==> config.mk <==
export PLATFORM = sky130hd
export DESIGN_NAME = alu2b_top
export DESIGN_NICKNAME = d
export VERILOG_FILES = /design/src/rtl/alu2b_pkg.sv /design/src/rtl/alu2b_seq.sv /design/src/rtl/alu2b_capture.sv /design/src/rtl/alu2b_exec.sv /design/src/rtl/alu2b_top.sv
export SDC_FILE = /design/constraint.sdc
export NUM_CORES = 1
export LEC_CHECK = 0
export BUFFER_PORTS_ARGS = -buffer_cell sky130_fd_sc_hd__buf_2
export CAP_MARGIN = 10
export CORE_MARGIN = 10
export CORE_UTILIZATION = 45
export DETAILED_ROUTE_END_ITERATION = 16
export GPL_ROUTABILITY_DRIVEN = 0
export HOLD_SLACK_MARGIN = 0.05
export PLACE_DENSITY = 0.65
export SYNTH_ARGS = -nofsm -noshare
export SYNTH_HDL_FRONTEND = slang
export SYNTH_HIERARCHICAL = 1
export SYNTH_SLANG_ARGS = --single-unit
==> constraint.sdc <==
create_clock -name clk -period 3.22 [get_ports clk]
set_input_delay 0 -clock clk [delete_from_list [all_inputs] [get_ports clk]]
set_output_delay 0 -clock clk [all_outputs]
set_load 0.01 [all_outputs]
==> src/rtl/alu2b_pkg.sv <==
package alu2b_pkg;

  typedef enum logic [1:0] {
    CMD_NOP = 2'b00,
    CMD_ADD = 2'b01,
    CMD_SUB = 2'b10,
    CMD_AND = 2'b11
  } cmd_e;

  typedef enum logic [2:0] {
    PH_IDLE = 3'd0,
    PH_OPB  = 3'd1,
    PH_EX1  = 3'd2,
    PH_EX2  = 3'd3,
    PH_EX3  = 3'd4,
    PH_DONE = 3'd5
  } phase_e;

  // edges from operand-B capture to the result register load
  localparam int unsigned RESULT_LAT = 3;

endpackage

==> src/rtl/alu2b_seq.sv <==
module alu2b_seq
  import alu2b_pkg::*;
(
  input  logic   clk,
  input  logic   rst_n,
  input  cmd_e   cmd_i,
  output phase_e phase_o,
  output logic   accept_o,
  output logic   busy_o
);

  phase_e phase_q, phase_d;

  assign accept_o = (phase_q == PH_IDLE) && (cmd_i != CMD_NOP);
  assign busy_o   = (phase_q != PH_IDLE);
  assign phase_o  = phase_q;

  always_comb begin
    phase_d = phase_q;
    unique case (phase_q)
      PH_IDLE: if (accept_o) phase_d = PH_OPB;
      PH_OPB:  phase_d = PH_EX1;
      PH_EX1:  phase_d = PH_EX2;
      PH_EX2:  phase_d = PH_EX3;
      PH_EX3:  phase_d = PH_DONE;
      PH_DONE: phase_d = PH_IDLE;
      default: phase_d = PH_IDLE;
    endcase
  end

  always_ff @(posedge clk or negedge rst_n) begin
    if (!rst_n) phase_q <= PH_IDLE;
    else        phase_q <= phase_d;
  end

  AST_ACCEPT_IN_IDLE: assert property (@(posedge clk) disable iff (!rst_n)
    (phase_q == PH_IDLE && cmd_i != CMD_NOP) |=> (phase_q == PH_OPB));
  AST_NO_START_WHEN_BUSY: assert property (@(posedge clk) disable iff (!rst_n)
    (phase_q != PH_IDLE) |=> (phase_q != PH_OPB));
  AST_NOP_STAYS_IDLE: assert property (@(posedge clk) disable iff (!rst_n)
    (phase_q == PH_IDLE && cmd_i == CMD_NOP) |=> (phase_q == PH_IDLE));

endmodule

==> src/rtl/alu2b_capture.sv <==
module alu2b_capture
  import alu2b_pkg::*;
#(
  parameter int unsigned DATA_W = 32
) (
  input  logic              clk,
  input  logic              rst_n,
  input  logic              accept_i,
  input  phase_e            phase_i,
  input  cmd_e              cmd_i,
  input  logic [DATA_W-1:0] data_i,
  output logic [DATA_W-1:0] op_a_o,
  output logic [DATA_W-1:0] op_b_o,
  output cmd_e              cmd_o
);

  logic [DATA_W-1:0] op_a_q, op_a_d;
  logic [DATA_W-1:0] op_b_q, op_b_d;
  cmd_e              cmd_q,  cmd_d;
  logic              load_b;

  assign load_b = (phase_i == PH_OPB);

  always_comb begin
    op_a_d = accept_i ? data_i : op_a_q;
    cmd_d  = accept_i ? cmd_i  : cmd_q;
    op_b_d = load_b   ? data_i : op_b_q;
  end

  always_ff @(posedge clk or negedge rst_n) begin
    if (!rst_n) begin
      op_a_q <= '0;
      op_b_q <= '0;
      cmd_q  <= CMD_NOP;
    end else begin
      op_a_q <= op_a_d;
      op_b_q <= op_b_d;
      cmd_q  <= cmd_d;
    end
  end

  assign op_a_o = op_a_q;
  assign op_b_o = op_b_q;
  assign cmd_o  = cmd_q;

  AST_OPA_ON_CMD_EDGE: assert property (@(posedge clk) disable iff (!rst_n)
    accept_i |=> (op_a_q == $past(data_i)));
  AST_OPB_NEXT_EDGE: assert property (@(posedge clk) disable iff (!rst_n)
    (phase_i == PH_OPB) |=> (op_b_q == $past(data_i)));
  AST_OPA_HELD_BUSY: assert property (@(posedge clk) disable iff (!rst_n)
    (phase_i != PH_IDLE) |=> $stable(op_a_q));

endmodule

==> src/rtl/alu2b_exec.sv <==
module alu2b_exec
  import alu2b_pkg::*;
#(
  parameter int unsigned DATA_W = 32
) (
  input  logic              clk,
  input  logic              rst_n,
  input  phase_e            phase_i,
  input  cmd_e              cmd_i,
  input  logic [DATA_W-1:0] op_a_i,
  input  logic [DATA_W-1:0] op_b_i,
  output logic [DATA_W-1:0] result_o,
  output logic              carry_o,
  output logic              valid_o
);

  localparam int unsigned EXT_W = DATA_W + 1;

  logic [EXT_W-1:0] raw;
  logic [EXT_W-1:0] s1_q, s1_d;
  logic [EXT_W-1:0] s2_q, s2_d;
  logic [EXT_W-1:0] out_q, out_d;
  logic             valid_q, valid_d;
  logic             en_s1, en_s2, en_out;

  assign en_s1  = (phase_i == PH_EX1);
  assign en_s2  = (phase_i == PH_EX2);
  assign en_out = (phase_i == PH_EX3);

  always_comb begin
    unique case (cmd_i)
      CMD_ADD: raw = {1'b0, op_a_i} + {1'b0, op_b_i};
      CMD_SUB: raw = {1'b0, op_a_i} - {1'b0, op_b_i};
      CMD_AND: raw = {1'b0, op_a_i & op_b_i};
      default: raw = '0;
    endcase
  end

  always_comb begin
    s1_d    = en_s1  ? raw  : s1_q;
    s2_d    = en_s2  ? s1_q : s2_q;
    out_d   = en_out ? s2_q : out_q;
    valid_d = en_out;
  end

  always_ff @(posedge clk or negedge rst_n) begin
    if (!rst_n) begin
      s1_q    <= '0;
      s2_q    <= '0;
      out_q   <= '0;
      valid_q <= 1'b0;
    end else begin
      s1_q    <= s1_d;
      s2_q    <= s2_d;
      out_q   <= out_d;
      valid_q <= valid_d;
    end
  end

  assign result_o = out_q[DATA_W-1:0];
  assign carry_o  = out_q[DATA_W];
  assign valid_o  = valid_q;

  AST_VALID_SINGLE: assert property (@(posedge clk) disable iff (!rst_n)
    valid_q |=> !valid_q);
  AST_RESULT_HELD: assert property (@(posedge clk) disable iff (!rst_n)
    !valid_q |-> $stable(out_q));

endmodule

==> src/rtl/alu2b_top.sv <==
module alu2b_top
  import alu2b_pkg::*;
#(
  parameter int unsigned DATA_W = 32
) (
  input  logic              clk,
  input  logic              rst_n,
  input  logic [1:0]        cmd_i,
  input  logic [DATA_W-1:0] data_i,
  output logic [DATA_W-1:0] result_o,
  output logic              carry_o,
  output logic              valid_o,
  output logic              busy_o
);

  cmd_e              cmd_in;
  cmd_e              cmd_held;
  phase_e            phase;
  logic              accept;
  logic [DATA_W-1:0] op_a, op_b;

  assign cmd_in = cmd_e'(cmd_i);

  alu2b_seq u_seq (
    .clk      (clk),
    .rst_n    (rst_n),
    .cmd_i    (cmd_in),
    .phase_o  (phase),
    .accept_o (accept),
    .busy_o   (busy_o)
  );

  alu2b_capture #(.DATA_W(DATA_W)) u_capture (
    .clk      (clk),
    .rst_n    (rst_n),
    .accept_i (accept),
    .phase_i  (phase),
    .cmd_i    (cmd_in),
    .data_i   (data_i),
    .op_a_o   (op_a),
    .op_b_o   (op_b),
    .cmd_o    (cmd_held)
  );

  alu2b_exec #(.DATA_W(DATA_W)) u_exec (
    .clk      (clk),
    .rst_n    (rst_n),
    .phase_i  (phase),
    .cmd_i    (cmd_held),
    .op_a_i   (op_a),
    .op_b_i   (op_b),
    .result_o (result_o),
    .carry_o  (carry_o),
    .valid_o  (valid_o)
  );

  AST_FIXED_LATENCY: assert property (@(posedge clk) disable iff (!rst_n)
    (phase == PH_OPB) |-> ##4 valid_o);
  AST_BUSY_COVERS_VALID: assert property (@(posedge clk) disable iff (!rst_n)
    valid_o |-> busy_o);
  AST_RESET_CLEARS: assert property (@(posedge clk)
    !rst_n |-> (!valid_o && !busy_o && result_o == '0 && !carry_o));

endmodule

==> metrics.log, run 1 <==
INFO  metric place.port_buffers = 70
INFO  metric hold_class = in2async
INFO  metric type_of_element_launching_the_critical_path = flip-flop
INFO  metric grt_max_degree = 83
INFO  metric ys_warn_count = 6
INFO  metric cts.clk_slew.worst_paths = 0.07 ns
INFO  metric postRouteWirelength = ~24,000 um
INFO  metric detailedRoute.firstPassIterationCount = 5
INFO  metric die_y = between 150 and 200 um
INFO  metric start_util = 0.4576
INFO  metric slew_headroom = 0.4503
INFO  metric fp-row-count = between 50 and 60
INFO  metric number_of_sinks_driven_by_the_clock_tree = 169
INFO  metric crit_path_top_delay_cell = sky130_fd_sc_hd__or4_1
INFO  metric tritoncts = done
INFO  metric max_freq = around 0.27 GHz
INFO  metric grt_setup_unrepaired = yes
INFO  metric design.final.nets = between 1,000 and 1,500
INFO  metric track_usage = 0.1823
INFO  metric antenna_found_initial = 0
INFO  metric synth_area_leader_cell = sky130_fd_sc_hd__dfrtp_1
INFO  metric grt_overflow_total = 0
INFO  metric placed_area = 0.01064 sq mm
INFO  metric syn-instance-count = about 800
INFO  metric max_slew.worst_pin.slew = about 0.82 ns
INFO  metric drt_iter0_drc = about 580
INFO  metric cp-end-kind = flip-flop
INFO  metric synth_most_common_cell = sky130_fd_sc_hd__dfrtp_1
INFO  metric outcome = finished, violations left
INFO  metric fin_ws = -0.4581 ns
INFO  metric detailed_place_hpwl = between 15,000 and 20,000 um
INFO  metric die_width = ~160 um
INFO  metric cp.required = 3.59 ns
INFO  metric critical_path_arrival = 4.05 ns
INFO  metric die-area = around 0.026 sq mm
INFO  metric wl_per_cell = ~18 um
INFO  metric drt_drc_violations_left = 0
INFO  metric timing.critical_path.cells = nor3_2, nand2_2, nor4_4, buf_4, and2_4, nand2_2, o21bai_1, xor2_1, ha_1, a21oi_2, o31ai_1, a31oi_1, a41oi_2, a211oi_4, a211oi_2, or4_1, nand3_1
INFO  metric synth_edf_count = 0
INFO  metric clk_root_buffer_cell = sky130_fd_sc_hd__clkbuf_16
INFO  metric syn_area_per_cell = approximately 11 sq um
INFO  metric postRouteAntennaNets = 0
INFO  metric setup_viol_count_final = 19
INFO  metric grt_pass1_wl = 38,470 um
INFO  metric finClkSkew = ~0.0067 ns
INFO  metric synthTopCellsByCount = sky130_fd_sc_hd__dfrtp_1, sky130_fd_sc_hd__mux2_2, sky130_fd_sc_hd__a21oi_1, sky130_fd_sc_hd__nand2_1, sky130_fd_sc_hd__o21ai_0
INFO  metric synth.ff_latch_count = roughly 170
INFO  metric maxCapViolations = 0
INFO  metric n_antenna_cell = 0
INFO  metric io-pin-count = 71
INFO  metric worst_path_most_repeated_cell = sky130_fd_sc_hd__nand2_2
INFO  metric syn_nets = ~870
INFO  metric coreArea = approximately 0.020 sq mm
INFO  metric vias_in_the_first_global_route = between 7,000 and 8,000
INFO  metric proportion_of_netlist_area_held_by_the_largest_area_contributor = 0.4733
INFO  metric synth_async_sr_flop_share = 1.000
INFO  metric viasPerCell = between 5 and 6
INFO  metric period_share = 1.142
INFO  metric yosysUniqueCellTypes = 59
INFO  metric hold_viol = 0
INFO  metric violations = setup timing
INFO  metric worstSkewPairLatency = around 0.44 ns
INFO  metric classification_of_the_worst_setup_path = reg2reg
INFO  metric drv_slew = 0
INFO  metric crit_fanout = 5
INFO  metric h-tree-depth = 4
INFO  metric post-route-min-period = ~3.7 ns
INFO  metric detailroute.via_count = ~7,400
INFO  metric seq_area_frac_synth = 0.4733
INFO  metric final.setup.tns = -4.017 ns
INFO  metric stdcell_area = about 0.012 sq mm
INFO  metric clk_path_buf_depth = 2
INFO  metric synth_area = about 0.009 sq mm
INFO  metric synth_flop_cell = sky130_fd_sc_hd__dfrtp_1
INFO  metric synth_area_leaders = sky130_fd_sc_hd__dfrtp_1, sky130_fd_sc_hd__mux2_2, sky130_fd_sc_hd__ha_1
INFO  metric drive_gt1_frac = 0.4705
INFO  metric syn_to_final_growth = 36.70%
INFO  metric tritoncts_buffers = 17
INFO  metric cp_max_stage_delay = roughly 0.41 ns
logic make-up (layout without fill, tap and decap cells):
family	Yosys count	in the layout	share of synthesized area
DFF	169	169	0.4733
AOI/OAI and AO/OA	179	179	0.1267
muxes	134	134	0.1687
and+or+nand+nor	160	160	0.09215
adders and majority gates	38	38	0.05405
buffers and inverters	55	327	0.02619
xor gates and xnor gates	60	60	0.05881
worst max-delay path: cells and delay by family (launching register included):
kind	cells	cell delay, ns
buffers and inverters	1	0.16
flip-flops	1	0.40
AO/OA/AOI/OAI	7	1.34
AND/OR/NAND/NOR	7	1.22
adder cells (fa/ha/maj)	1	0.32
XOR/XNOR	1	0.17
layout make-up:
| type | instances | area [sq um] |
|---|---|---|
| Fill cell | 1568 | 7312 |
| Clock inverter | 15 | 175.2 |
| Inverter | 22 | 82.58 |
| Multi-Input combinational cell | 571 | 4949 |
| Tap cell | 265 | 331.6 |
| Clock buffer | 17 | 425.4 |
| Sequential cell | 169 | 4229 |
| Timing Repair Buffer | 273 | 2022 |
layout by cell type, fill, tap and decap left out, types with 8 or more instances in the layout:
cell type / n
sky130_fd_sc_hd__dfrtp_1: 169
sky130_fd_sc_hd__buf_4: 156
sky130_fd_sc_hd__mux2_2: 131
sky130_fd_sc_hd__buf_2: 69
sky130_fd_sc_hd__nand2_1: 41
sky130_fd_sc_hd__xnor2_1: 39
sky130_fd_sc_hd__dlygate4sd3_1: 35
sky130_fd_sc_hd__ha_1: 34
sky130_fd_sc_hd__a21oi_1: 31
sky130_fd_sc_hd__nor2_1: 29
sky130_fd_sc_hd__a32oi_1: 28
sky130_fd_sc_hd__a21oi_2: 21
sky130_fd_sc_hd__o21ai_1: 21
sky130_fd_sc_hd__inv_1: 20
sky130_fd_sc_hd__clkbuf_16: 17
sky130_fd_sc_hd__xor2_1: 17
sky130_fd_sc_hd__o21ai_0: 16
sky130_fd_sc_hd__buf_6: 12
sky130_fd_sc_hd__nor3_1: 12
sky130_fd_sc_hd__a31oi_1: 8
stage by stage:
| step | utilization | instances | worst slack (ns) | hold WS [ns] |
|---|---|---|---|---|
| CTS | 0.6086 | 1319 | -0.3354 | 0.1940 |
| global route | 0.6255 | 1332 | -0.6382 | 0.2599 |
| finish | 0.6255 | 1332 | -0.4581 | 0.1689 |
| detailed placement | 0.5448 | 1242 | -0.4571 | 0.09467 |
| floorplan | - | 795 | -0.2216 | -0.2956 |
| global placement | 0.5448 | 1242 | -0.3615 | 0.08848 |
layer usage:
| layer | vias up | track usage | part of all wire |
|---|---|---|---|
| met5 | - | 0 | 0 |
| met4 | 0 | 0.05252 | 0.016 |
| met3 | 35 | 0.02812 | 0.047 |
| met2 | 225 | 0.2844 | 0.46 |
| met1 | 3676 | 0.2563 | 0.48 |
| li1 | 3449 | - | - |
what timing repair did:
item | in CTS | in global routing
hold buffers | 35 | 0
endpoints found under the setup margin | 20 | 25
pin swaps | 27 | 37
resized for setup | 66 | 66
hold endpoints to repair | 147 | 0
setup buffers | 10 | 15
registers in the layout, summed over array words and instances, names as in the netlist:
register / flops
u_capture/op_b_o: 32
u_seq/phase_o: 3
u_exec/valid_o: 1
u_capture/op_a_o: 32
u_exec/s2_q: 33
u_capture/cmd_o: 2
u_exec/s1_q: 33
u_exec/out_q: 33
path summary, 6_finish.rpt:
check / start / end / slack [ns] / cells after the start
min in group clk: data_i[11] / u_capture/op_a_o[11]$_DFFE_PN0P_ / 0.33 / 3
min: rst_n / u_capture/op_b_o[7]$_DFFE_PN0N_ / 0.17 / 2
max: u_capture/op_b_o[3]$_DFFE_PN0N_ / u_exec/s1_q[32]$_DFFE_PN0N_ / -0.46 / 17
min reg2reg: u_exec/s1_q[8]$_DFFE_PN0N_ / u_exec/s1_q[8]$_DFFE_PN0N_ / 0.48 / 2
max in group asynchronous: rst_n / u_exec/s1_q[3]$_DFFE_PN0N_ / 2.17 / 3
max reg2reg: u_capture/op_b_o[3]$_DFFE_PN0N_ / u_exec/s1_q[32]$_DFFE_PN0N_ / -0.46 / 17
Power of run 1 is not shown: default switching activity piles up to over one toggle a cycle in this logic, so the estimate is an artifact.
==> run 2, diff against run 1 <==
--- a/config.mk
+++ b/config.mk
@@ -12,7 +12,6 @@
 export DETAILED_ROUTE_END_ITERATION = 16
 export GPL_ROUTABILITY_DRIVEN = 0
 export HOLD_SLACK_MARGIN = 0.05
-export PLACE_DENSITY = 0.65
 export SYNTH_ARGS = -nofsm -noshare
 export SYNTH_HDL_FRONTEND = slang
 export SYNTH_HIERARCHICAL = 1
==> constraint.sdc (replaced) <==
create_clock -name clk -period 3.69 [get_ports clk]
set_input_delay 0 -clock clk [delete_from_list [all_inputs] [get_ports clk]]
set_output_delay 0 -clock clk [all_outputs]
set_load 0.01 [all_outputs]
==> metrics.log, run 2 (synthesis results as in run 1) <==
INFO  metric outcome = finished, violations left
INFO  metric violations = setup timing
INFO  metric fin_util = 0.5764 (-0.04908)
INFO  metric h-tree-depth = 4 (unchanged)
INFO  metric worstReg2RegEnd = u_exec/s1_q[32]$_DFFE_PN0N_
INFO  metric drt_iter0_drc = 456 (-22%)
INFO  metric cts.clk_slew.worst_paths = 0.07 ns (about the same)
INFO  metric maxCapViolations = 0 (unchanged)
INFO  metric reg2regPathDepth = 18 (+1)
INFO  metric coreArea = 0.01953 sq mm (unchanged)
INFO  metric postRouteWirelength = 22,790 um (-6.5%)
INFO  metric type_of_element_launching_the_critical_path = flip-flop
INFO  metric clk_path_buf_depth = 2 (unchanged)
INFO  metric start_util = 0.4576 (unchanged)
INFO  metric grt_overflow_total = 0 (unchanged)
INFO  metric syn_to_final_growth = 25.98%
INFO  metric place.port_buffers = 70 (unchanged)
INFO  metric critical_path.reg2reg.startpoint = u_capture/op_b_o[3]$_DFFE_PN0N_
INFO  metric tritoncts_buffers = 17 (unchanged)
INFO  metric die-area = 0.02589 sq mm (unchanged)
INFO  metric final.setup.tns = -0.07680 ns (+3.940 ns)
INFO  metric detailed_place_hpwl = 16,550 um (-0.79%)
INFO  metric crit_end = u_exec/s1_q[32]$_DFFE_PN0N_
INFO  metric detailroute.via_count = 6,923 (-6.3%)
INFO  metric fp-row-count = 51 (unchanged)
INFO  metric crit_path_top_delay_cell = sky130_fd_sc_hd__dfrtp_1
INFO  metric cp.required = 4.06 ns (+0.47 ns)
INFO  metric grt_setup_unrepaired = yes
INFO  metric worstSkewPairLatency = 0.43 ns (about the same)
INFO  metric clk_root_buffer_cell = sky130_fd_sc_hd__clkbuf_16
INFO  metric critical_path_arrival = 4.10 ns (+0.05 ns)
INFO  metric timing.reg2reg.setup_slack = -0.04 ns (+0.42 ns)
INFO  metric mostFrequentLayoutCell = sky130_fd_sc_hd__dfrtp_1
INFO  metric tritoncts = done
INFO  metric design.final.nets = 1,039 (-7.9%)
INFO  metric multi_input_area = 0.004672 sq mm (-5.6%)
INFO  metric antenna_found_initial = 0 (unchanged)
INFO  metric max_slew.worst_pin.slew = 0.7725 ns (-0.05200 ns)
INFO  metric crit_fanout = 4 (-1)
INFO  metric wl_per_cell = 18.33 um (+0.24%)
INFO  metric die_y = 160.9 um (unchanged)
INFO  metric drt_drc_violations_left = 0 (unchanged)
INFO  metric fin_cells = 1,243 (-6.7%)
INFO  metric classification_of_the_worst_setup_path = reg2reg
INFO  metric n_antenna_cell = 0 (unchanged)
INFO  metric largestRegisters = u_exec/out_q x33, u_exec/s1_q x33, u_exec/s2_q x33
INFO  metric die_width = 160.9 um (unchanged)
INFO  metric setup_viol_count_final = 2 (-17)
INFO  metric viasPerCell = 5.570 (+0.46%)
INFO  metric post-route-min-period = 3.731 ns (+0.05281 ns)
INFO  metric mostFrequentLayoutCells = sky130_fd_sc_hd__dfrtp_1, sky130_fd_sc_hd__mux2_2, sky130_fd_sc_hd__buf_4, sky130_fd_sc_hd__buf_2
INFO  metric finalHoldWorstSlack = 0.09445 ns (-0.07447 ns)
INFO  metric grt_max_degree = 110 (+33%)
INFO  metric io-pin-count = 71 (unchanged)
INFO  metric finClkSkew = 0.01158 ns (+0.004835 ns)
INFO  metric critPathLaunch = u_capture/op_b_o[3]$_DFFE_PN0N_
INFO  metric period_share = 1.011 (-0.1312)
INFO  metric detailedRoute.firstPassIterationCount = 5 (unchanged)
INFO  metric max_freq = 0.2680 GHz (-1.4%)
INFO  metric drive_gt1_frac = 0.3681 (-0.1024)
INFO  metric seq_area = 0.004229 sq mm (unchanged)
INFO  metric nFillCells = 1,646 (+5.0%)
INFO  metric postRouteAntennaNets = 0 (unchanged)
INFO  metric drv_slew = 0 (unchanged)
INFO  metric timing.critical_path.cells = nor3_4, nand2_2, nor3b_2, buf_4, and3_4, buf_4, nand2_4, buf_4, o21bai_1, xor2_1, ha_1, buf_4, a31oi_2, a41oi_2, a211oi_2, a211oi_1, or4_1, nand3_1
INFO  metric fin_ws = -0.04093 ns (+0.4172 ns)
INFO  metric track_usage = 0.1753 (-0.007027)
INFO  metric slew_headroom = 0.4850 (+0.03467)
INFO  metric hold_class = in2async
INFO  metric number_of_sinks_driven_by_the_clock_tree = 169 (unchanged)
INFO  metric worst_path_most_repeated_cell = sky130_fd_sc_hd__buf_4
INFO  metric cp_max_stage_delay = 0.41 ns (about the same)
INFO  metric hold_viol = 0 (unchanged)
INFO  metric cp-end-kind = flip-flop
INFO  metric grt_pass1_wl = 37,320 um (-3.0%)
INFO  metric dp_cell_count = 1,166 (-6.1%)
INFO  metric vias_in_the_first_global_route = 7,092 (-2.4%)
run 2: changes by cell type in the layout (fill, tap and decap cells not counted), sizes merged:
cell and change:
clkinvlp +1, clkbuf +1, buf -89, clkinv -3, bufinv +1
run 2: per-layer routing:
metal	up-vias	track usage	wire length (um)
met5	-	0	0
met3	38	0.03425	1186
met2	209	0.2709	10370
met4	0	0.04673	399
li1	3253	-	-
met1	3423	0.2456	10830
run 2: per-stage QoR:
stage               worst slack, ns  instance area [sq um]
floorplan                    0.1376                   8935
global placement          -0.006383                  10010
detailed placement          -0.1077                  10010
CTS                        0.001957                  11020
global route                -0.2189                  11260
finish                     -0.04093                  11260
run 2: area by class of cell:
type,instances,share of cell area
Clock inverter,14,0.01578
Inverter,22,0.007337
Sequential cell,169,0.3757
Multi-Input combinational cell,571,0.4151
Clock buffer,18,0.03902
Timing Repair Buffer,184,0.1176
Tap cell,265,0.02946
run 2: repair_timing:
action,CTS,global route
pin swaps,2,32
cloned,0,0
gates resized for setup,9,48
buffers inserted,1,9
hold buffers,35,0
hold endpoints to repair,127,0
endpoints found under the setup margin,7,18
run 2: worst max-delay path, delay by kind of cell, from the launching register on:
family | cells | cell delay (ns)
fa+ha+maj | 1 | 0.31
buf+inv | 4 | 0.57
simple gates | 7 | 1.30
flops | 1 | 0.41
xor+xnor | 1 | 0.22
compound gates | 5 | 0.85
run 2: worst min path at each step:
| stage | slack (ns) | endpoint |
|---|---|---|
| floorplan | -0.30 | u_capture/cmd_o[0]$_DFFE_PN0P_ |
| global placement | -0.01 | u_capture/op_b_o[7]$_DFFE_PN0N_ |
| detailed placement | 0.007 | u_capture/op_b_o[9]$_DFFE_PN0N_ |
| CTS | 0.11 | u_capture/op_b_o[9]$_DFFE_PN0N_ |
| global route | 0.15 | u_capture/op_b_o[8]$_DFFE_PN0N_ |
| finish | 0.09 | u_capture/op_b_o[9]$_DFFE_PN0N_ |
Power of run 2 is left out for the same reason.
==> run 3, diff against run 2 <==
==> constraint.sdc (replaced) <==
create_clock -name clk -period 3.6 [get_ports clk]
set_input_delay 0 -clock clk [delete_from_list [all_inputs] [get_ports clk]]
set_output_delay 0 -clock clk [all_outputs]
set_load 0.01 [all_outputs]
==> metrics.log, run 3 (synthesis results as in run 1) <==
INFO  metric io-pin-count = 71 (unchanged)
INFO  metric tritoncts_buffers = 17 (unchanged)
INFO  metric post-route-min-period = 3.792 ns (+0.06146 ns)
INFO  metric drt_iter0_drc = 630 (+38%)
INFO  metric hold_viol = 0 (unchanged)
INFO  metric postRouteWirelength = 23,670 um (+3.9%)
INFO  metric setup_viol_count_final = 7 (+5)
INFO  metric max_slew.worst_pin.slew = 0.8185 ns (+0.04599 ns)
INFO  metric tritoncts = done
INFO  metric postRouteAntennaNets = 0 (unchanged)
INFO  metric syn_to_final_growth = 28.86%
INFO  metric timing.reg2reg.setup_slack = -0.19 ns (-0.15 ns)
INFO  metric maxCapViolations = 0 (unchanged)
INFO  metric grt_max_degree = 90 (-18%)
INFO  metric largestRegisters = u_exec/out_q x33, u_exec/s1_q x33, u_exec/s2_q x33
INFO  metric fp-row-count = 51 (unchanged)
INFO  metric die-area = 0.02589 sq mm (unchanged)
INFO  metric nFillCells = 1,661 (+0.91%)
INFO  metric finClkSkew = 0.01391 ns (+0.002333 ns)
INFO  metric place.port_buffers = 70 (unchanged)
INFO  metric worstReg2RegEnd = u_exec/s1_q[24]$_DFFE_PN0N_
INFO  metric track_usage = 0.1793 (+0.004057)
INFO  metric classification_of_the_worst_setup_path = reg2reg
INFO  metric cp-end-kind = flip-flop
INFO  metric number_of_sinks_driven_by_the_clock_tree = 169 (unchanged)
INFO  metric coreArea = 0.01953 sq mm (unchanged)
INFO  metric period_share = 1.053 (+0.04235)
INFO  metric seq_area = 0.004229 sq mm (unchanged)
INFO  metric max_freq = 0.2637 GHz (-1.6%)
INFO  metric drive_gt1_frac = 0.3964 (+0.02832)
INFO  metric crit_fanout = 4 (unchanged)
INFO  metric cts.clk_slew.worst_paths = 0.07 ns (about the same)
INFO  metric design.final.nets = 1,065 (+2.5%)
INFO  metric vias_in_the_first_global_route = 7,310 (+3.1%)
INFO  metric mostFrequentLayoutCells = sky130_fd_sc_hd__dfrtp_1, sky130_fd_sc_hd__mux2_2, sky130_fd_sc_hd__buf_4, sky130_fd_sc_hd__buf_2, sky130_fd_sc_hd__a21oi_1
INFO  metric fin_ws = -0.1924 ns (-0.1515 ns)
INFO  metric type_of_element_launching_the_critical_path = flip-flop
INFO  metric start_util = 0.4576 (unchanged)
INFO  metric mostFrequentLayoutCell = sky130_fd_sc_hd__dfrtp_1
INFO  metric h-tree-depth = 4 (unchanged)
INFO  metric final.setup.tns = -0.6165 ns (-0.5397 ns)
INFO  metric detailedPlace.worstSlack = -0.2127 ns (-0.1050 ns)
INFO  metric violations = setup timing
INFO  metric viasPerCell = 5.660 (+1.6%)
INFO  metric detailroute.via_count = 7,183 (+3.8%)
INFO  metric multi_input_area = 0.004743 sq mm (+1.5%)
INFO  metric die_width = 160.9 um (unchanged)
INFO  metric die_y = 160.9 um (unchanged)
INFO  metric cp.required = 3.94 ns (-0.12 ns)
INFO  metric finalHoldWorstSlack = 0.1746 ns (+0.08020 ns)
INFO  metric stdcell_area = 0.01151 sq mm (+2.3%)
INFO  metric drv_slew = 0 (unchanged)
INFO  metric clk_root_buffer_cell = sky130_fd_sc_hd__clkbuf_16
INFO  metric critical_path_arrival = 4.13 ns (+0.03 ns)
INFO  metric drt_drc_violations_left = 0 (unchanged)
INFO  metric clk_path_buf_depth = 2 (unchanged)
INFO  metric worstSkewPairLatency = 0.44 ns (about the same)
INFO  metric grt_setup_unrepaired = yes
INFO  metric hold_class = in2async
INFO  metric grt_overflow_total = 0 (unchanged)
INFO  metric n_antenna_cell = 0 (unchanged)
INFO  metric wl_per_cell = 18.65 um (+1.7%)
INFO  metric antenna_found_initial = 0 (unchanged)
INFO  metric critical_path.reg2reg.startpoint = u_capture/op_b_o[3]$_DFFE_PN0N_
INFO  metric detailed_place_hpwl = 16,820 um (+1.7%)
INFO  metric outcome = finished, violations left
INFO  metric detailedRoute.firstPassIterationCount = 6 (+1)
INFO  metric grt_pass1_wl = 38,070 um (+2.0%)
INFO  metric placed_area = 0.01018 sq mm (+1.7%)
INFO  metric reg2regPathDepth = 18 (unchanged)
INFO  metric slew_headroom = 0.4543 (-0.03066)
## run 3: cell types whose count changed in the layout (fill, tap and decap cells not counted), sizes merged
cell / previous run / this run
clkinv: 2 / 6
bufinv: 2 / 1
clkbuf: 18 / 17
clkinvlp: 2 / 0
buf: 149 / 175
## run 3: routing by layer
metal | global-route usage | vias to the layer above | part of all wire
li1 | - | 3312 | -
met1 | 0.2472 | 3562 | 0.46
met2 | 0.2844 | 273 | 0.47
met3 | 0.03349 | 36 | 0.057
met4 | 0.04508 | 0 | 0.010
met5 | 0 | - | 0
## run 3: area by class of cell
type / instances / share of cell area
Clock buffer: 17 / 0.03695
Clock inverter: 15 / 0.01554
Inverter: 22 / 0.007172
Multi-Input combinational cell: 571 / 0.4120
Sequential cell: 169 / 0.3673
Tap cell: 265 / 0.02880
Timing Repair Buffer: 210 / 0.1323
## run 3: worst max-delay path by stage
| stage | startpoint | endpoint | slack [ns] | cells past startpoint |
|---|---|---|---|---|
| after floorplan | u_capture/op_b_o[3]$_DFFE_PN0N_ | u_exec/s1_q[32]$_DFFE_PN0N_ | 0.05 | 16 |
| after global placement | u_capture/op_b_o[3]$_DFFE_PN0N_ | u_exec/s1_q[31]$_DFFE_PN0N_ | -0.11 | 18 |
| after detailed placement | u_capture/op_b_o[3]$_DFFE_PN0N_ | u_exec/s1_q[32]$_DFFE_PN0N_ | -0.21 | 17 |
| after CTS | u_capture/op_b_o[2]$_DFFE_PN0N_ | u_exec/s1_q[32]$_DFFE_PN0N_ | -0.004 | 17 |
| after global routing | u_capture/op_b_o[3]$_DFFE_PN0N_ | u_exec/s1_q[24]$_DFFE_PN0N_ | -0.35 | 18 |
| final | u_capture/op_b_o[3]$_DFFE_PN0N_ | u_exec/s1_q[24]$_DFFE_PN0N_ | -0.19 | 18 |
## run 3: what timing repair did
item                                    4_1_cts  5_1_grt
hold buffers                                 35        0
pin swaps                                     3       31
cloned                                        0        0
setup buffers                                 2       11
endpoints found under the setup margin       11       17
gates resized for setup                      17       61
endpoints found under the hold margin       154        0
## run 3: stage by stage
step	util	instances
2_1_floorplan	-	795
3_3_place_gp	0.5216	1189
3_5_place_dp	0.5216	1189
4_1_cts	0.5747	1258
5_1_grt	0.5896	1269
6_report	0.5896	1269
## run 3: worst max-delay path, cell delays in order, from the launching register on
cell	delay, ns
sky130_fd_sc_hd__dfrtp_1	0.40
sky130_fd_sc_hd__nor3_2	0.24
sky130_fd_sc_hd__nand2_2	0.13
sky130_fd_sc_hd__nor4_4	0.19
sky130_fd_sc_hd__buf_4	0.17
sky130_fd_sc_hd__and2_4	0.15
sky130_fd_sc_hd__and3_4	0.21
sky130_fd_sc_hd__a21oi_1	0.10
sky130_fd_sc_hd__xnor2_1	0.14
sky130_fd_sc_hd__ha_1	0.29
sky130_fd_sc_hd__a21oi_1	0.30
sky130_fd_sc_hd__inv_1	0.11
sky130_fd_sc_hd__a31oi_2	0.20
sky130_fd_sc_hd__a41oi_2	0.07
sky130_fd_sc_hd__a211oi_2	0.35
sky130_fd_sc_hd__buf_4	0.18
sky130_fd_sc_hd__xnor2_2	0.11
sky130_fd_sc_hd__a32oi_1	0.08
sky130_fd_sc_hd__o31ai_1	0.26
Power of run 3 is left out for the same reason.
